File: src/rtl/rx_pkg.sv
package rx_pkg;

    localparam int MAX_DATA = 8;
    localparam int IDX_W    = $clog2(MAX_DATA);
    localparam int CNT_W    = 4;

    typedef enum logic [2:0] {
        ST_WAIT,
        ST_START,
        ST_DATA,
        ST_CTL,
        ST_STOP
    } rx_state_t;

    typedef struct packed {
        logic [CNT_W-1:0] n_data;
        logic             has_ctl;
        logic [1:0]       n_stop;
        logic [CNT_W-1:0] n_total;
    } rx_fmt_t;

    // Map the frame length bit and layout selector to bit counts.
    function automatic rx_fmt_t fmt_decode(input logic long_f, input logic [1:0] sel);
        rx_fmt_t f;
        if (!long_f) begin
            unique case (sel)
                2'b00:   begin f.n_data = 4'd8; f.has_ctl = 1'b0; f.n_stop = 2'd1; end
                2'b01:   begin f.n_data = 4'd7; f.has_ctl = 1'b1; f.n_stop = 2'd1; end
                default: begin f.n_data = 4'd7; f.has_ctl = 1'b0; f.n_stop = 2'd2; end
            endcase
        end else if (!sel[0]) begin
            f.n_data = 4'd8; f.has_ctl = 1'b1; f.n_stop = 2'd1;
        end else begin
            f.n_data = 4'd7; f.has_ctl = 1'b1; f.n_stop = 2'd2;
        end
        f.n_total = 4'd1 + f.n_data + {3'b000, f.has_ctl} + {2'b00, f.n_stop};
        return f;
    endfunction

endpackage

File: src/rtl/rx_line_sync.sv
module rx_line_sync #(
    parameter int STAGES = 2
) (
    input  logic clk,
    input  logic rst_n,
    input  logic d_async,
    output logic d_sync
);

    logic [STAGES-1:0] chain;

    // Chain resets to the idle (high) line level.
    always_ff @(posedge clk) begin
        if (!rst_n) begin
            chain <= '1;
        end else begin
            chain <= {chain[STAGES-2:0], d_async};
        end
    end

    assign d_sync = chain[STAGES-1];

endmodule

File: src/rtl/rx_bit_sampler.sv
module rx_bit_sampler #(
    parameter int OSR = 16
) (
    input  logic clk,
    input  logic rst_n,
    input  logic rt_tick,
    input  logic line_s,
    input  logic restart,
    input  logic active,
    output logic bit_done,
    output logic bit_val
);

    localparam int RT_W = $clog2(OSR + 1);
    localparam int SA   = OSR / 2;
    localparam int SB   = SA + 1;
    localparam int SC   = SA + 2;

    logic [RT_W-1:0] rt_cnt;
    logic [RT_W-1:0] rt_next;
    logic            s_a;
    logic            s_b;

    always_comb begin
        if (restart || rt_cnt == RT_W'(OSR)) begin
            rt_next = RT_W'(1);
        end else begin
            rt_next = rt_cnt + RT_W'(1);
        end
    end

    always_ff @(posedge clk) begin
        if (!rst_n) begin
            rt_cnt <= '0;
            s_a    <= 1'b1;
            s_b    <= 1'b1;
        end else if (rt_tick && (restart || active)) begin
            rt_cnt <= rt_next;
            if (rt_next == RT_W'(SA)) s_a <= line_s;
            if (rt_next == RT_W'(SB)) s_b <= line_s;
        end
    end

    // Vote is formed on the third centre sample, using the live line value.
    assign bit_done = rt_tick && active && (rt_next == RT_W'(SC));
    assign bit_val  = (s_a & s_b) | (s_a & line_s) | (s_b & line_s);


    rt_range_chk: assert property (@(posedge clk) disable iff (!rst_n)
        active |-> (rt_cnt >= RT_W'(1) && rt_cnt <= RT_W'(OSR)));

endmodule

File: src/rtl/rx_idle_watch.sv
module rx_idle_watch #(
    parameter int OSR      = 16,
    parameter int MIN_ONES = 3,
    parameter int FB_W     = 4
) (
    input  logic            clk,
    input  logic            rst_n,
    input  logic            rt_tick,
    input  logic            line_s,
    input  logic            waiting,
    input  logic [FB_W-1:0] frame_bits,
    output logic            start_ok,
    output logic            idle_pulse
);

    localparam int RUN_W = $clog2(OSR * ((1 << FB_W) - 1) + 1);

    logic [RUN_W-1:0] run;
    logic [RUN_W-1:0] limit;

    assign limit = RUN_W'(int'(frame_bits) * OSR);

    always_ff @(posedge clk) begin
        if (!rst_n) begin
            run        <= '0;
            idle_pulse <= 1'b0;
        end else begin
            idle_pulse <= 1'b0;
            if (!waiting) begin
                run <= '0;
            end else if (rt_tick) begin
                if (!line_s) begin
                    run <= '0;
                end else if (run < limit) begin
                    run <= run + RUN_W'(1);
                    if (run == limit - RUN_W'(1)) idle_pulse <= 1'b1;
                end
            end
        end
    end

    assign start_ok = waiting && rt_tick && !line_s && (run >= RUN_W'(MIN_ONES));


    idle_once_chk: assert property (@(posedge clk) disable iff (!rst_n)
        idle_pulse |=> !idle_pulse);

endmodule

File: src/rtl/rx_frame_fsm.sv
module rx_frame_fsm
    import rx_pkg::*;
(
    input  logic                clk,
    input  logic                rst_n,
    input  logic                start_ok,
    input  logic                bit_done,
    input  logic                bit_val,
    input  logic [CNT_W-1:0]    cfg_data,
    input  logic                cfg_ctl,
    input  logic [1:0]          cfg_stop,
    output logic                waiting,
    output logic [MAX_DATA-1:0] data_out,
    output logic                ctl_bit,
    output logic                data_valid,
    output logic                frame_err,
    output logic                break_det
);

    rx_state_t           state;
    rx_state_t           nxt;
    logic [CNT_W-1:0]    n_data_q;
    logic                has_ctl_q;
    logic [1:0]          n_stop_q;
    logic [CNT_W-1:0]    bit_idx;
    logic [MAX_DATA-1:0] shreg;
    logic                ctl_q;
    logic                all_zero;
    logic                last_data;
    logic                last_stop;

    assign last_data = (bit_idx == n_data_q - CNT_W'(1));
    assign last_stop = (bit_idx == CNT_W'(n_stop_q) - CNT_W'(1));
    assign waiting   = (state == ST_WAIT);

    always_comb begin
        nxt = state;
        unique case (state)
            ST_WAIT:  if (start_ok) nxt = ST_START;
            ST_START: if (bit_done) nxt = bit_val ? ST_WAIT : ST_DATA;
            ST_DATA:  if (bit_done && last_data) nxt = has_ctl_q ? ST_CTL : ST_STOP;
            ST_CTL:   if (bit_done) nxt = ST_STOP;
            ST_STOP:  if (bit_done && (!bit_val || last_stop)) nxt = ST_WAIT;
            default:  nxt = ST_WAIT;
        endcase
    end

    always_ff @(posedge clk) begin
        if (!rst_n) state <= ST_WAIT;
        else        state <= nxt;
    end

    // Frame datapath: format capture, bit index, shift register.
    always_ff @(posedge clk) begin
        if (!rst_n) begin
            n_data_q  <= CNT_W'(MAX_DATA);
            has_ctl_q <= 1'b0;
            n_stop_q  <= 2'd1;
            bit_idx   <= '0;
            shreg     <= '0;
            ctl_q     <= 1'b0;
            all_zero  <= 1'b1;
        end else begin
            unique case (state)
                ST_WAIT: begin
                    if (start_ok) begin
                        n_data_q  <= cfg_data;
                        has_ctl_q <= cfg_ctl;
                        n_stop_q  <= cfg_stop;
                        bit_idx   <= '0;
                        shreg     <= '0;
                        ctl_q     <= 1'b0;
                        all_zero  <= 1'b1;
                    end
                end
                ST_START: ;
                ST_DATA: begin
                    if (bit_done) begin
                        shreg[bit_idx[IDX_W-1:0]] <= bit_val;
                        all_zero <= all_zero & ~bit_val;
                        bit_idx  <= last_data ? '0 : bit_idx + CNT_W'(1);
                    end
                end
                ST_CTL: begin
                    if (bit_done) begin
                        ctl_q    <= bit_val;
                        all_zero <= all_zero & ~bit_val;
                    end
                end
                ST_STOP: if (bit_done) bit_idx <= bit_idx + CNT_W'(1);
                default: ;
            endcase
        end
    end

    // Registered outputs.
    always_ff @(posedge clk) begin
        if (!rst_n) begin
            data_out   <= '0;
            ctl_bit    <= 1'b0;
            data_valid <= 1'b0;
            frame_err  <= 1'b0;
            break_det  <= 1'b0;
        end else begin
            data_valid <= 1'b0;
            frame_err  <= 1'b0;
            break_det  <= 1'b0;
            if (state == ST_STOP && bit_done) begin
                if (!bit_val) begin
                    frame_err <= 1'b1;
                    break_det <= all_zero;
                    data_out  <= shreg;
                    ctl_bit   <= ctl_q;
                end else if (last_stop) begin
                    data_valid <= 1'b1;
                    data_out   <= shreg;
                    ctl_bit    <= ctl_q;
                end
            end
        end
    end


    no_valid_with_err_chk: assert property (@(posedge clk) disable iff (!rst_n)
        !(data_valid && frame_err));


    break_needs_err_chk: assert property (@(posedge clk) disable iff (!rst_n)
        break_det |-> frame_err);


    valid_one_cycle_chk: assert property (@(posedge clk) disable iff (!rst_n)
        data_valid |=> !data_valid);


    valid_from_stop_chk: assert property (@(posedge clk) disable iff (!rst_n)
        data_valid |-> $past(state == ST_STOP));

endmodule

File: src/rtl/serial_frame_rx.sv
module serial_frame_rx
    import rx_pkg::*;
#(
    parameter int OSR         = 16,
    parameter int SYNC_STAGES = 2,
    parameter int MIN_ONES    = 3
) (
    input  logic                clk,
    input  logic                rst_n,
    input  logic                rt_tick,
    input  logic                line_in,
    input  logic                frame_long,
    input  logic [1:0]          fmt_sel,
    output logic [MAX_DATA-1:0] data_out,
    output logic                ctl_bit,
    output logic                data_valid,
    output logic                frame_err,
    output logic                break_det,
    output logic                idle_det
);

    rx_fmt_t fmt;
    logic    line_s;
    logic    waiting;
    logic    start_ok;
    logic    bit_done;
    logic    bit_val;

    assign fmt = fmt_decode(frame_long, fmt_sel);

    rx_line_sync #(.STAGES(SYNC_STAGES)) u_sync (
        .clk     (clk),
        .rst_n   (rst_n),
        .d_async (line_in),
        .d_sync  (line_s)
    );

    rx_idle_watch #(.OSR(OSR), .MIN_ONES(MIN_ONES), .FB_W(CNT_W)) u_idle (
        .clk        (clk),
        .rst_n      (rst_n),
        .rt_tick    (rt_tick),
        .line_s     (line_s),
        .waiting    (waiting),
        .frame_bits (fmt.n_total),
        .start_ok   (start_ok),
        .idle_pulse (idle_det)
    );

    rx_bit_sampler #(.OSR(OSR)) u_samp (
        .clk      (clk),
        .rst_n    (rst_n),
        .rt_tick  (rt_tick),
        .line_s   (line_s),
        .restart  (start_ok),
        .active   (!waiting),
        .bit_done (bit_done),
        .bit_val  (bit_val)
    );

    rx_frame_fsm u_fsm (
        .clk        (clk),
        .rst_n      (rst_n),
        .start_ok   (start_ok),
        .bit_done   (bit_done),
        .bit_val    (bit_val),
        .cfg_data   (fmt.n_data),
        .cfg_ctl    (fmt.has_ctl),
        .cfg_stop   (fmt.n_stop),
        .waiting    (waiting),
        .data_out   (data_out),
        .ctl_bit    (ctl_bit),
        .data_valid (data_valid),
        .frame_err  (frame_err),
        .break_det  (break_det)
    );


    start_on_low_chk: assert property (@(posedge clk) disable iff (!rst_n)
        $fell(waiting) |-> !$past(line_s));


    idle_while_waiting_chk: assert property (@(posedge clk) disable iff (!rst_n)
        idle_det |-> $past(waiting));

endmodule

File: config.mk
export PLATFORM = sky130hd
export DESIGN_NAME = serial_frame_rx
export DESIGN_NICKNAME = d
export VERILOG_FILES = /design/src/rtl/rx_pkg.sv /design/src/rtl/rx_line_sync.sv /design/src/rtl/rx_bit_sampler.sv /design/src/rtl/rx_idle_watch.sv /design/src/rtl/rx_frame_fsm.sv /design/src/rtl/serial_frame_rx.sv
export SDC_FILE = /design/constraint.sdc
export NUM_CORES = 1
export LEC_CHECK = 0
export ABC_AREA = 1
export BUFFER_PORTS_ARGS = -buffer_cell sky130_fd_sc_hd__buf_2
export CAP_MARGIN = 0
export CORE_MARGIN = 1
export CORE_UTILIZATION = 60
export DETAILED_ROUTE_END_ITERATION = 16
export PLACE_DENSITY = 0.79
export SLEW_MARGIN = 25
export SYNTH_ARGS = -nofsm -noshare
export SYNTH_HDL_FRONTEND = slang
export SYNTH_HIERARCHICAL = 1
export SYNTH_SLANG_ARGS = --single-unit
File: constraint.sdc
create_clock -name clk -period 3.3 [get_ports clk]
set_input_delay 0.66 -clock clk [delete_from_list [all_inputs] [get_ports clk]]
set_output_delay 0.66 -clock clk [all_outputs]
set_load 0.05 [all_outputs]
==> results of run 1 <==
[worst min-delay path, delay by kind of cell (launching register included)]
family / cells / cell delay (ns)
simple gates: 1 / 0.04
flops: 1 / 0.33
buf+inv: 1 / 0.03
[per-layer routing]
metal,global-route usage (%),up-vias
met4,7.13,0
met5,0,-
met1,28.1,1240
met2,42.0,37
li1,-,1472
met3,3.93,4
[synth_stat cells (all sizes together)]
cell | number | area (µm²)
nand2 | 112 | 500
inv | 62 | 238
nor2 | 58 | 277
dfxtp | 54 | 1080
o21ai | 32 | 168
a21oi | 30 | 158
nand3 | 29 | 163
ha | 13 | 163
nor3 | 11 | 55.1
buf | 8 | 60.1
nand4 | 7 | 43.8
xnor2 | 5 | 43.8
xor2 | 5 | 43.8
clkinv | 3 | 11.3
a211oi | 2 | 20.0
a31oi | 2 | 12.5
clkbuf | 2 | 8.75
conb | 2 | 7.51
nor4 | 2 | 12.5
a22oi | 1 | 7.51
a311oi | 1 | 8.76
fa | 1 | 20.0
maj3 | 1 | 10.0
nor3b | 1 | 7.51
o211ai | 1 | 7.51
o21bai | 1 | 7.51
o22ai | 1 | 6.26
or2 | 1 | 6.26
[layout make-up]
type / count / area share (%)
multi-input cells: 320 / 51.6
clock buffers: 5 / 2.03
inverters: 65 / 7.33
well taps: 67 / 2.47
flip-flops and latches: 54 / 31.8
repair buffers: 22 / 3.46
clock inverters: 3 / 1.33
[cells by family after synthesis]
family,synth area share (%)
AOI/OAI and AO/OA,12.6
xor gates and xnor gates,2.78
adders and majority gates,6.12
buffers and inverters,10.1
DFF,34.4
other,0.239
and+or+nand+nor,33.8
[flip-flops by register name, indices dropped and copies added (netlist names)]
signal / cells
u_fsm/data_out: 8
u_fsm/has_ctl_q: 1
u_fsm/n_data_q: 4
u_fsm/ctl_bit: 1
u_samp/s_b: 1
u_idle/run: 8
u_fsm/data_valid: 1
u_fsm/break_det: 1
u_sync/chain: 2
u_samp/s_a: 1
u_fsm/n_stop_q: 2
u_idle/idle_pulse: 1
u_fsm/shreg: 8
u_fsm/bit_idx: 4
u_fsm/state: 3
u_samp/rt_cnt: 5
u_fsm/frame_err: 1
u_fsm/all_zero: 1
u_fsm/ctl_q: 1
[report_power, final]
part / switching, mW / internal, mW
registers: 0.0815 / 0.703
clock network: 0.222 / 0.226
logic: 0.453 / 0.242
total: 0.757 / 1.17
[worst max path at each step]
stage                    start            end  slack [ns]  depth (start not counted)
CTS                 frame_long  u_idle/run[6]        0.57                         19
global placement    frame_long  u_idle/run[5]        0.35                         19
floorplan           frame_long  u_idle/run[7]        0.50                         19
global route        frame_long  u_idle/run[5]        0.34                         19
finish              frame_long  u_idle/run[6]        0.57                         19
detailed placement  frame_long  u_idle/run[6]        0.24                         19
==> flow_summary.toml, run 1 <==
[final_layout]
multi_input_area_um2 = 1750
final_nets = 489
syn_to_final_growth_pct = 7.95
final-seq-area_um2 = 1080
antenna_cells = 0
fillers = 470
drive_above_1_share_pct = 16.6
utilization_pct = 69.6
stdcell_count = 536
fin_area_um2 = 3400
final_cell_mix = "nand2_1, dfxtp_1, nor2_1"
layout_commonest_cell = "nand2_1"

[worst_setup_path]
r2r-start = "u_fsm/state[0]"
crit_top_cell = "nand2_1"
worst-path-max-fanout = 12
critPathBufInv = 5
crit_path_end_kind = "flop"
cp_slowest_cell = "fa_1"
max_stage_delay_ns = 0.43
crit_arrival_ns = 2.93
worstPathCellList = "buf_2 > inv_2 > nand2_1 > nand2_1 > ha_1 > fa_1 > inv_1 > nand2_1 > nand2_1 > inv_1 > ha_1 > nand2_1 > clkinv_1 > nand2_2 > nand3_4 > nand2_4 > nand3_1 > nand2_1 > nor2_1"
crit_type = "primary input to flop"
reg2regPathDepth = 17
cpLargestDelayFamily = "adder cells"
crit_path_start_kind = "primary input"
required_ns = 3.50
reg2reg_slack_ns = 0.71
reg2reg_to = "u_fsm/data_out[4]"

[clock_network]
cts_resized = 0
h-tree-depth = 2
numCtsBuffers = 5
path_clk_slew_ns = 0.10
numClockSinks = 54
clk_latency_ns = 0.31
post-cts-setup-buffer-count = 0
ctsHoldBuffers = 0
clk_path_buf_depth = 2
root_buffer = "clkbuf_8"
cts_tree = "built"

[power]
power.total_mw = 1.93
p_per_area_nw_per_um2 = 568
p_leak_nw = 1.60
ir_worst_vdd_uv = 390

[routing]
drt-pass1-iter-count = 4
top_layer = "met4"
drc = 0
finalWirelength_um = 5940
num_vias = 2753
wl_met1_um = 2840
ant_nets = 0
drt_iter0_drc = 111
vias_per_cell = 5.14
post_drt_wl_per_cell_um = 11.1
wl_met2_um = 2880
wl_met3_um = 156

[sta]
fin_worst_skew_ns = 0.00743
layout_min_cycle_time_ns = 2.73
whs_ns = 0.428
finalHoldViolations = 0
slew_violations = 0
fmax_ghz = 0.367
worst_slack_ns = 0.573
min_period_over_period_pct = 82.6
rsz0062_at_grt = "false"
setup_viol = 0
setup_tns_ns = 0

[worst_hold_path]
hp-start = "u_sync/chain[0]"
min_path_type = "flop to flop"
min_delay_path_depth = 2
hold_end = "u_sync/chain[1]"

[placed_design]
placed_area_um2 = 3280
gp_congestion = 0.846
placed_cells = 528
io_buffer_count = 19
pre_cts_ws_ns = 0.242
dp_hpwl_um = 4590

[die]
io_pins = 20
row_count = 25
start_util_pct = 64.5
die_area_um2 = 5540
fp.dieW_um = 74.4
core_area_um2 = 4880
die_y_um = 74.4

[synth]
netlist_area_um2 = 3150
ys_seq_area_share_pct = 34.4
ys_types = 45
synth.avg_cell_area_um2 = 7.02
syn_inst = 448
synth-seq-cells = 54
yosys_warnings = 6

[run]
maxCapViolations = 0

[global_routing]
grt_start_max_net_pins = 20
antenna_found_initial = 0
gr-total-overflow = 0
grt_usage_pct = 23.3
first_global_vias = 2431
grt_first_pass_wirelength_um = 10100

[status]
status = "finished, final reports clean"
Note: power is estimated with default switching activity, not from simulation.
==> inputs of run 2 (changes only) <==
- clock period: 3.3 -> 2.85 ns (I/O delays scaled with it)
==> run 2 against run 1 <==
Final cell count up 0.37%. First-iteration DRC count grew 36%. Sequential share of layout area barely moved. Clock power fell by 2%. Global-route usage about the same. Design area about the same. Core utilization about the same. Critical path type unchanged. Critical endpoint unchanged. Largest cell class unchanged. Highest routed layer is now met3.
==> flow_summary.toml, run 2 (synthesis results as in run 1) <==
[status]
status = "finished, final reports clean"

[worst_setup_path]
cpLargestDelayFamily = "adder cells"
crit_path_end_kind = "flop"
cp.depth = 19
crit_end = "u_idle/run[6]"
worstPathCellList = "buf_2 > inv_2 > nand2_1 > nand2_1 > ha_1 > fa_1 > inv_1 > nand2_1 > nand2_1 > inv_1 > ha_1 > nand2_1 > clkinv_1 > nand2_2 > nand3_4 > nand2_4 > nand3_1 > nand2_1 > nor2_1"
critPathBufInv = 5
cp-startpoint = "frame_long"
reg2reg_to = "u_fsm/data_out[4]"
max_stage_delay_ns = 0.44
reg2regPathDepth = 16
crit_arrival_ns = 2.79
required_ns = 3.06
crit_top_cell = "nand2_1"
cp_slowest_cell = "fa_1"
reg2reg_slack_ns = 0.27
worst-path-max-fanout = 12
crit_path_start_kind = "primary input"
r2r-start = "u_fsm/state[0]"
crit_type = "primary input to flop"

[worst_hold_path]
min_path_type = "flop to flop"

[global_routing]
grt_first_pass_wirelength_um = 10100
gr-total-overflow = 0
antenna_found_initial = 0
grt_start_max_net_pins = 20
grt_usage_pct = 23.3
first_global_vias = 2438

[routing]
ant_nets = 0
top_layer = "met3"
post_drt_wl_per_cell_um = 11.0
drc = 0
wl_met1_um = 2840
wl_met3_um = 201
wl_met2_um = 2860
drt-pass1-iter-count = 5
drt_iter0_drc = 151
num_vias = 2786
vias_per_cell = 5.18
finalWirelength_um = 5900

[clock_network]
numCtsBuffers = 5
root_buffer = "clkbuf_8"
clk_path_buf_depth = 2
post-cts-setup-buffer-count = 0
cts_tree = "built"
numClockSinks = 54
h-tree-depth = 2
clk_latency_ns = 0.31
path_clk_slew_ns = 0.10

[die]
row_count = 25
die_area_um2 = 5540
fp.dieW_um = 74.4
core_area_um2 = 4880
start_util_pct = 64.5
die_y_um = 74.4
io_pins = 20

[final_layout]
utilization_pct = 69.6
layout_commonest_cell = "nand2_1"
final_cell_mix = "nand2_1, dfxtp_1, nor2_1"
fin_area_um2 = 3400
drive_above_1_share_pct = 17.2
antenna_cells = 0
final_nets = 491
reg_top3 = "u_fsm/data_out (8), u_fsm/shreg (8), u_idle/run (8)"
syn_to_final_growth_pct = 7.99

[placed_design]
io_buffer_count = 19
placed_area_um2 = 3300
dp_hpwl_um = 4550
gp_congestion = 0.850
pre_cts_ws_ns = -0.0718

[power]
p_leak_nw = 1.60
p_per_area_nw_per_um2 = 640
ir_worst_vdd_uv = 262

[sta]
min_period_over_period_pct = 90.7
fmax_ghz = 0.387
rsz0062_at_grt = "false"
layout_min_cycle_time_ns = 2.58
setup_viol = 0
finalHoldViolations = 0
slew_violations = 0
worst_slack_ns = 0.265
fin_worst_skew_ns = 0.0115

[run]
maxCapViolations = 0
-- run 2: cell count changes in the layout (fill, tap and decap cells not counted) --
cell,previous run,this run
inv_6,0,1
clkinvlp_4,2,1
bufinv_16,1,0
buf_4,3,5
nor4_1,2,1
clkinv_4,0,1
nor4_2,0,1
-- run 2: what timing repair did --
action                     CTS  global route
gates resized for setup      0             1
hold buffers                 0             0
setup endpoints to repair    0             5
-- run 2: area by class of cell --
cell class / count / area (µm²)
fill: 440 / 1480
clock inverter: 3 / 25.0
sequential: 54 / 1080
clock buffer: 5 / 68.8
timing repair buffer: 24 / 133
multi-input combinational: 320 / 1760
tap: 67 / 83.8
inverter: 65 / 249
-- run 2: power by group --
part           leakage, nW  internal (mW)  switching [mW]
combinational         1.12          0.285           0.541
sequential           0.437          0.814          0.0954
clock               0.0447          0.178           0.263
total                 1.60           1.28           0.899
-- run 2: metrics by stage --
| stage | setup TNS [ns] | instances | total power [mW] | hold slack (ns) |
|---|---|---|---|---|
| after floorplan | 0 | 449 | 1.61 | 0.380 |
| after CTS | 0 | 538 | 2.18 | 0.417 |
| final | 0 | 538 | 2.18 | 0.414 |
| after global placement | 0 | 530 | 1.71 | 0.394 |
| after detailed placement | -0.341 | 530 | 1.74 | 0.392 |
| after global routing | 0 | 538 | 2.34 | 0.450 |
-- run 2: layer usage --
metal | GRT usage, % | vias to the layer above
met2 | 42.1 | 59
met1 | 28.2 | 1244
met3 | 5.01 | 0
li1 | - | 1483
met4 | 4.82 | 0
met5 | 0 | -
-- run 2: worst min-delay path by stage --
stage | start | to | slack (ns) | cells after the start
2_1_floorplan | u_sync/chain[0] | u_sync/chain[1] | 0.38 | 2
3_3_place_gp | u_sync/chain[0] | u_sync/chain[1] | 0.39 | 2
3_5_place_dp | u_sync/chain[0] | u_sync/chain[1] | 0.39 | 2
4_1_cts | u_sync/chain[0] | u_sync/chain[1] | 0.42 | 2
5_1_grt | line_in | u_sync/chain[0] | 0.45 | 3
6_report | u_sync/chain[0] | u_sync/chain[1] | 0.41 | 2
-- run 2: worst register-to-register path: stages (launching register included) --
cell and delay [ns]:
dfxtp_1 0.39, inv_2 0.15, nand2_4 0.08, nor2_4 0.17
nand3_1 0.10, a21oi_1 0.20, inv_2 0.09, nand2_4 0.10
nor2_4 0.05, nor4_2 0.24, buf_4 0.18, inv_1 0.07
nor2_1 0.19, nand2_2 0.16, inv_2 0.17, nor2_1 0.06
nor2_1 0.10
==> inputs of run 3 (changes only) <==
- BUFFER_PORTS_ARGS: -buffer_cell sky130_fd_sc_hd__buf_2 -> not set
- DONT_BUFFER_PORTS: not set -> 1
- PLACE_DENSITY: 0.79 -> 0.76
==> run 3 against run 2 <==
Design area shrank 3.2%. Global-route usage grew 0.35 points. Critical path type is now flop to flop. Combinational power shrank 2.5%. Flip-flop and latch count is the same. Critical path depth shrank 3. Sequential share of layout area grew 1.1 points. Largest power group unchanged. Critical endpoint is now u_fsm/data_out[7]. Sequential power is essentially flat.
==> flow_summary.toml, run 3 (synthesis results as in run 1) <==
[global_routing]
first_global_vias = 2516
gr-total-overflow = 0
grt_start_max_net_pins = 32
grt_first_pass_wirelength_um = 10400
grt_usage_pct = 23.6
antenna_found_initial = 0

[die]
io_pins = 20
die_y_um = 74.4
fp.dieW_um = 74.4
core_area_um2 = 4880
die_area_um2 = 5540
start_util_pct = 64.5
row_count = 25

[final_layout]
layout_commonest_cell = "nand2_1"
final_cell_mix = "nand2_1, dfxtp_1, nor2_1"
drive_above_1_share_pct = 12.9
final_nets = 469
syn_to_final_growth_pct = 4.53
antenna_cells = 0
reg_top3 = "u_fsm/data_out (8), u_fsm/shreg (8), u_idle/run (8)"

[clock_network]
numCtsBuffers = 5
path_clk_slew_ns = 0.09
cts_resized = 0
cts_tree = "built"
numClockSinks = 54
clk_path_buf_depth = 2
clk_latency_ns = 0.30
post-cts-setup-buffer-count = 0
h-tree-depth = 2
ctsHoldBuffers = 0
root_buffer = "clkbuf_8"

[sta]
min_period_over_period_pct = 90.7
fmax_ghz = 0.387
finalHoldViolations = 0
max_slew_margin_pct = 66.2
slew_violations = 0
rsz0062_at_grt = "false"
whs_ns = 0.329
layout_min_cycle_time_ns = 2.59
setup_viol = 0
tightest_slew_ns = 0.506
fin_worst_skew_ns = 0.00745
setup_tns_ns = 0

[worst_setup_path]
required_ns = 3.09
crit_path_start_kind = "flop"
crit_arrival_ns = 2.82
crit_type = "flop to flop"
worst-path-max-fanout = 10
crit_path_end_kind = "flop"

[routing]
vias_per_cell = 5.24
post_drt_wl_per_cell_um = 11.4
num_vias = 2704
finalWirelength_um = 5870
drt-pass1-iter-count = 4
ant_nets = 0
drt_iter0_drc = 113
drc = 0

[power]
p_leak_nw = 1.51
p_per_area_nw_per_um2 = 674
power.total_mw = 2.22
ir_worst_vdd_uv = 330

[worst_hold_path]
min_path_type = "primary input to flop"

[placed_design]
io_buffer_count = 0
dp_hpwl_um = 4390
gp_congestion = 0.842

[run]
maxCapViolations = 0

[status]
status = "finished, final reports clean"
[run 3: final cells by class]
type,instances,area [µm²]
fillers,463,1590
well taps,67,83.8
flip-flops and latches,54,1080
repair buffers,2,15.0
multi-input cells,320,1750
inverters,65,249
clock buffers,5,68.8
clock inverters,3,40.0
[run 3: worst paths after layout]
| check | startpoint | end | slack [ns] | cells after the start |
|---|---|---|---|---|
| worst max-delay path | u_fsm/state[0] | u_fsm/data_out[7] | 0.26 | 16 |
| worst min-delay path | rst_n | u_sync/chain[0] | 0.33 | 1 |
| worst max register to register | u_fsm/state[0] | u_fsm/data_out[7] | 0.26 | 16 |
| worst min register to register | u_sync/chain[0] | u_sync/chain[1] | 0.41 | 2 |
[run 3: metrics by stage]
step	setup slack, ns	instances	area [µm²]	util [%]
finish	0.264	516	3290	67.4
CTS	0.252	516	3290	67.4
global placement	0.111	508	3180	65.2
floorplan	0.145	449	3150	-
global route	0.0238	516	3290	67.4
detailed placement	0.0292	508	3180	65.2
[run 3: report_power, final]
part	internal, mW	switching [mW]	leakage, nW	total (mW)
Combinational	0.278	0.527	1.01	0.805
Sequential	0.814	0.0938	0.437	0.908
Clock	0.259	0.244	0.0579	0.503
Total	1.35	0.864	1.51	2.22
[run 3: layer usage]
metal | vias to the layer above | global-route usage, % | share of wire (%)
met5 | - | 0 | 0
met4 | 0 | 8.18 | 1.1
met3 | 8 | 4.07 | 3.5
met2 | 53 | 41.5 | 48
met1 | 1215 | 29.0 | 47
li1 | 1428 | - | -
[run 3: worst max-delay path, cell delays in order, from the launching register on]
cell and delay, ns:
dfxtp_1 0.38, inv_2 0.14, nand2_4 0.08, nor2_4 0.17, nand3_1 0.09, a21oi_1 0.20
inv_2 0.09, nand2_4 0.11, nor2_4 0.05, nor4_1 0.27, buf_4 0.19, inv_1 0.07
nor2_1 0.18, nand2_2 0.16, inv_2 0.16, nor2_1 0.06, nor2_1 0.12
